`src/rtl/alias_regbank_pkg.sv`:
```
`timescale 1ns/1ps
package alias_regbank_pkg;
    localparam int WORD_W = 32;
    localparam int BIT_W  = 5;
    localparam int ADDR_W = 16;

    // alias selector, taken from address bits 15:14
    localparam logic [1:0] SEL_PLAIN = 2'b00;
    localparam logic [1:0] SEL_RSVD  = 2'b01;
    localparam logic [1:0] SEL_CLR   = 2'b10;
    localparam logic [1:0] SEL_SET   = 2'b11;

    typedef enum logic [2:0] {
        OP_NONE,
        OP_READ,
        OP_WRITE,
        OP_SET,
        OP_CLR,
        OP_REJECT
    } op_e;
endpackage

```
`src/rtl/rb_decode.sv`:
```
`timescale 1ns/1ps
module rb_decode
    import alias_regbank_pkg::*;
#(
    parameter int             NR           = 8,
    parameter int             IDX_W        = 3,
    parameter logic [NR-1:0]  RO_MASK      = '0,
    parameter logic [NR-1:0]  NOALIAS_MASK = '0
) (
    input  logic              valid,
    input  logic              write,
    input  logic              secure,
    input  logic [ADDR_W-1:0] addr,
    input  logic [WORD_W-1:0] wdata,
    output op_e               op,
    output logic [IDX_W-1:0]  idx,
    output logic [BIT_W-1:0]  bitn,
    output logic              err
);
    localparam logic [12:0] LIMIT = 13'(NR);

    logic [1:0]  sel;
    logic [11:0] word_idx;
    logic        mapped;
    logic        big_index;
    logic        unused_lo;

    assign sel       = addr[15:14];
    assign word_idx  = addr[13:2];
    assign mapped    = {1'b0, word_idx} < LIMIT;
    assign big_index = |wdata[WORD_W-1:BIT_W];
    assign unused_lo = ^addr[1:0];

    always_comb begin
        op   = OP_NONE;
        err  = 1'b0;
        idx  = word_idx[IDX_W-1:0];
        bitn = wdata[BIT_W-1:0];
        if (valid) begin
            if (!write) begin
                op  = OP_READ;
                err = !mapped || (sel == SEL_RSVD);
            end else if (!secure || !mapped || (sel == SEL_RSVD)) begin
                op  = OP_REJECT;
                err = 1'b1;
            end else if (RO_MASK[idx]) begin
                op  = OP_REJECT;
                err = 1'b1;
            end else if (sel == SEL_PLAIN) begin
                op  = OP_WRITE;
            end else if (NOALIAS_MASK[idx] || big_index) begin
                op  = OP_REJECT;
                err = 1'b1;
            end else begin
                op  = (sel == SEL_SET) ? OP_SET : OP_CLR;
            end
        end
    end
endmodule

```
`src/rtl/rb_apply.sv`:
```
`timescale 1ns/1ps
module rb_apply
    import alias_regbank_pkg::*;
#(
    parameter int NR    = 8,
    parameter int NM    = 2,
    parameter int IDX_W = 3
) (
    input  logic [NR-1:0][WORD_W-1:0] regs_in,
    input  op_e                       ops   [NM],
    input  logic [NM-1:0][IDX_W-1:0]  idx,
    input  logic [NM-1:0][BIT_W-1:0]  bitn,
    input  logic [NM-1:0][WORD_W-1:0] wdata,
    output logic [NR-1:0][WORD_W-1:0] regs_out
);
    // masters applied in index order: later ones see earlier results
    always_comb begin
        regs_out = regs_in;
        for (int m = 0; m < NM; m++) begin
            case (ops[m])
                OP_WRITE: regs_out[idx[m]]          = wdata[m];
                OP_SET:   regs_out[idx[m]][bitn[m]] = 1'b1;
                OP_CLR:   regs_out[idx[m]][bitn[m]] = 1'b0;
                default:  ;
            endcase
        end
    end
endmodule

```
`src/rtl/alias_regbank.sv`:
```
`timescale 1ns/1ps
module alias_regbank
    import alias_regbank_pkg::*;
#(
    parameter int            NR           = 8,
    parameter int            NM           = 2,
    parameter logic [NR-1:0] RO_MASK      = 8'b1000_0000,
    parameter logic [NR-1:0] NOALIAS_MASK = 8'b0100_0000
) (
    input  logic                      clk,
    input  logic                      rst_n,
    input  logic [NM-1:0]             m_valid,
    input  logic [NM-1:0]             m_write,
    input  logic [NM-1:0]             m_secure,
    input  logic [NM-1:0][ADDR_W-1:0] m_addr,
    input  logic [NM-1:0][WORD_W-1:0] m_wdata,
    output logic [NM-1:0]             rsp_valid,
    output logic [NM-1:0]             rsp_err,
    output logic [NM-1:0][WORD_W-1:0] rsp_rdata
);
    localparam int IDX_W = (NR > 1) ? $clog2(NR) : 1;

    typedef struct packed {
        logic [NR-1:0][WORD_W-1:0] regs;
        logic [NM-1:0]             vld;
        logic [NM-1:0]             err;
        logic [NM-1:0][WORD_W-1:0] rdata;
    } state_t;

    state_t st_d, st_q;

    op_e                       dec_op  [NM];
    logic [NM-1:0][IDX_W-1:0]  dec_idx;
    logic [NM-1:0][BIT_W-1:0]  dec_bit;
    logic [NM-1:0]             dec_err;
    logic [NR-1:0][WORD_W-1:0] regs_upd;
    logic [NR-1:0][WORD_W-1:0] regs_view;

    for (genvar g = 0; g < NM; g++) begin : g_port
        rb_decode #(
            .NR(NR), .IDX_W(IDX_W),
            .RO_MASK(RO_MASK), .NOALIAS_MASK(NOALIAS_MASK)
        ) u_dec (
            .valid  (m_valid[g]),
            .write  (m_write[g]),
            .secure (m_secure[g]),
            .addr   (m_addr[g]),
            .wdata  (m_wdata[g]),
            .op     (dec_op[g]),
            .idx    (dec_idx[g]),
            .bitn   (dec_bit[g]),
            .err    (dec_err[g])
        );
    end

    rb_apply #(.NR(NR), .NM(NM), .IDX_W(IDX_W)) u_apply (
        .regs_in  (st_q.regs),
        .ops      (dec_op),
        .idx      (dec_idx),
        .bitn     (dec_bit),
        .wdata    (m_wdata),
        .regs_out (regs_upd)
    );

    always_comb begin
        st_d      = st_q;
        st_d.regs = regs_upd;
        for (int m = 0; m < NM; m++) begin
            st_d.vld[m]   = m_valid[m];
            st_d.err[m]   = dec_err[m];
            st_d.rdata[m] = (dec_op[m] == OP_READ && !dec_err[m])
                          ? st_q.regs[dec_idx[m]] : '0;
        end
        if (!rst_n) begin
            st_d = '0;
        end
    end

    always_ff @(posedge clk) begin
        st_q <= st_d;
    end

    assign rsp_valid = st_q.vld;
    assign rsp_err   = st_q.err;
    assign rsp_rdata = st_q.rdata;
    assign regs_view = st_q.regs;
endmodule

```
`config.mk`:
```
export PLATFORM = sky130hd
export DESIGN_NAME = alias_regbank
export DESIGN_NICKNAME = d
export VERILOG_FILES = /design/src/rtl/alias_regbank_pkg.sv /design/src/rtl/rb_decode.sv /design/src/rtl/rb_apply.sv /design/src/rtl/alias_regbank.sv
export SDC_FILE = /design/constraint.sdc
export NUM_CORES = 2
export LEC_CHECK = 0
export BUFFER_PORTS_ARGS = -buffer_cell sky130_fd_sc_hd__buf_4
export CAP_MARGIN = 20
export CORE_ASPECT_RATIO = 0.9
export CORE_MARGIN = 3
export CORE_UTILIZATION = 35
export CTS_CLUSTER_SIZE = 8
export DETAILED_ROUTE_END_ITERATION = 7
export PLACE_DENSITY = 0.52
export SKIP_LAST_GASP = 1
export SYNTH_ARGS = -nofsm -noshare
export SYNTH_HDL_FRONTEND = slang
export SYNTH_SLANG_ARGS = --single-unit
```
`constraint.sdc`:
```
create_clock -name clk -period 3.2 [get_ports clk]
set_clock_uncertainty 0.05 [all_clocks]
set_input_delay 0.48 -clock clk [delete_from_list [all_inputs] [get_ports clk]]
set_output_delay 0.48 -clock clk [all_outputs]
set_load 0.05 [all_outputs]
```
==> metrics <==
status=finished with violations; violated checks=design-rule violations; Async S/R FF share, synth=0%; max frequency=338 MHz; crit-path max FO=35; EDFF count, synth=0; total routed wirelength=169000 um; hold slack=0.115 ns; post-CTS sizing=0; synth warn=0; core region area=69200 um^2; Area Growth Syn to Fin=26.2%; top cells by area, synth=dfxtp_1 26%, nand2_1 7.0%, a21oi_1 6.4%; first-pass GRT wire length=235000 um; Max Buffers Root-to-Sink=3; GR Overflow Total=0; register area share after synthesis=26.2%; Critical Path, Cell by Cell=buf_4, nor4_1, buf_4, and4_1, nand2_2, buf_12, nor3_4, buf_12, a21oi_1, o311ai_0, o22ai_1; TritonCTS Sinks=324; buffer count from post-CTS setup fixing=0; Worst path top cell family by delay=simple AND/OR/NAND/NOR gates; CP max stage cell=nor4_1; Non-Filler Instances=4580; crit-path max cell delay=0.71 ns; htree depth=2; startpoint types=input pin; Placer Congestion=0.989; area share of the largest cell type after synthesis=26.2%; row count=91; clock latency on the worst-skew pair=0.63 ns; Routed WL per cell=37.0 um; register area=6490 um^2; Leak=9.89 nW; RSZ-0062 raised after global routing=no; FF+latch count, synth=324; dpl cell area=29900 um^2; I/O Buffers=167; Syn Area/Cell=7.22 um^2; DR vias/cell=7.56; Die X=286 um; hold_buf cts=0; Slew Viols, Final=0; die area=73900 um^2; Pwr Total=10.6 mW; Final min period=2.96 ns; Mapped Area=24700 um^2; power density cells=340 nW/um^2; normalized max-slew margin=40.1%; CTS clk-pin slew, worst paths=0.05 ns; final antenna-violating net count=0; Critical Path AT=3.39 ns; Sum Neg Setup Slack=0 ns; initial antenna violation count=15; Cell variety after synth=75; vias in the first global route=32100; DRT Pass-1 Iters=8; Post-Syn Instances=3428; Synth area leader=dfxtp_1; Buf/Inv on CP=4; Final Hold Vio Count=0; final period utilization=92.4%; area taken by multi-input logic gates=16800 um^2; Initial Utilization=35.7%; largest net degree at the start of global routing=117; Hold Crit Class=in2reg; Critical Path Sink Type=flop; TritonCTS clock tree=yes; WS Path Type=in2reg; Vias=34600; Final #Nets=3737; Peak VDD IR=0.366 mV; Setup-failing EPs final=0; ys flop type=dfxtp_1; Mapped Nets=3532; gr usage total=43.3%; WP data required=3.63 ns; Cells after DPL=4514; Final HPWL DP=108000 um; worst slew pin tran=0.898 ns; DR DRC count=42; layout cells sized above 1=19.3%; root buffer cell=clkbuf_16; max-cap viol count=0; CTS Buf Count=47; Fillers=7008; final instance area=31200 um^2; I/O pins=172; die height=258 um; DRT iter0 DRCs=7072
[report_power, final]
part           switching [mW]  leakage (nW)  internal, mW
Clock                    2.15         0.632          2.71
Combinational            1.08          6.65         0.442
Sequential             0.0916          2.61          4.13
[flip-flops by register name (all words and copies together), names as in the netlist]
signal     flops
rsp_valid      2
rsp_err        2
regs_view    256
rsp_rdata     64
[stage by stage]
stage | setup slack (ns) | util (%)
CTS | 0.398 | 45.1
floorplan | 0.346 | -
global placement | -0.151 | 43.2
detailed placement | -0.229 | 43.2
global route | 0.260 | 45.1
finish | 0.242 | 45.1
[final timing paths]
kind | start | end | slack [ns] | cells after the start
setup / recovery | m_wdata[19] | regs_view[4]$_SDFF_PN0_ | 0.24 | 11
hold / removal | m_valid[0] | rsp_valid[0]$_SDFF_PN0_ | 0.11 | 3
setup reg to reg | regs_view[90]$_SDFF_PN0_ | rsp_rdata[26]$_SDFF_PN0_ | 1.54 | 4
hold reg to reg | regs_view[238]$_SDFF_PN0_ | rsp_rdata[14]$_SDFF_PN0_ | 0.42 | 2
[cells in the mapped netlist, drive strengths merged, types with 38 or more instances]
cell / count
nand2: 465
dfxtp: 324
a21oi: 319
clkbuf: 295
nor2: 277
o22ai: 213
o21ai: 138
a22oi: 131
o31ai: 123
buf: 109
o32ai: 92
o211ai: 84
nand3: 62
a2bb2oi: 59
a31oi: 58
mux2i: 58
nor3: 54
a221oi: 53
a22o: 52
and2: 49
a32oi: 46
mux2: 42
or3: 38
[kinds of logic (layout without fill, tap and decap cells)]
family,Yosys count,count (layout),share of synthesized area [%]
flip-flops,324,324,26.2
multiplexers,110,110,5.17
buffers and inverters,422,639,6.98
AO/OA/AOI/OAI,1537,1537,43.1
other,0,5,0
AND/OR/NAND/NOR,1035,1035,18.6
[worst register-to-register path, cell delays in order, from the launching register on]
cell and delay [ns]:
dfxtp_1 0.36, mux4_2 0.48, mux2i_1 0.28, a21oi_1 0.16
buf_4 0.19
[layer usage]
layer / global-route usage (%) / routed length, um / vias up
met5: 0 / 107 / -
met1: 57.8 / 65100 / 16400
li1: - / - / 13700
met3: 20.7 / 30600 / 824
met2: 56.7 / 62800 / 3624
met4: 22.7 / 10700 / 16
[cell type report]
| type | instances | share of cell area, % |
|---|---|---|
| Clock buffer | 59 | 4.01 |
| Clock inverter | 2 | 0.160 |
| Tap cell | 930 | 3.72 |
| Timing Repair Buffer | 560 | 17.4 |
| Sequential cell | 324 | 20.8 |
| Antenna cell | 5 | 0.0401 |
| Inverter | 18 | 0.216 |
| Multi-Input combinational cell | 2682 | 53.7 |
[cell usage in the layout (no fill, tap or decap), drive strengths merged, types with 49 or more instances in the layout]
cell type	instances
o22ai	213
nor3	54
o21ai	138
a31oi	58
o31ai	123
a21oi	319
clkbuf	59
o211ai	84
a2bb2oi	59
buf	560
nand3	62
nand2	465
a22o	52
a221oi	53
a22oi	131
mux2i	58
nor2	277
and2	49
dfxtp	324
o32ai	92
Note: power is estimated with default switching activity, not from simulation.
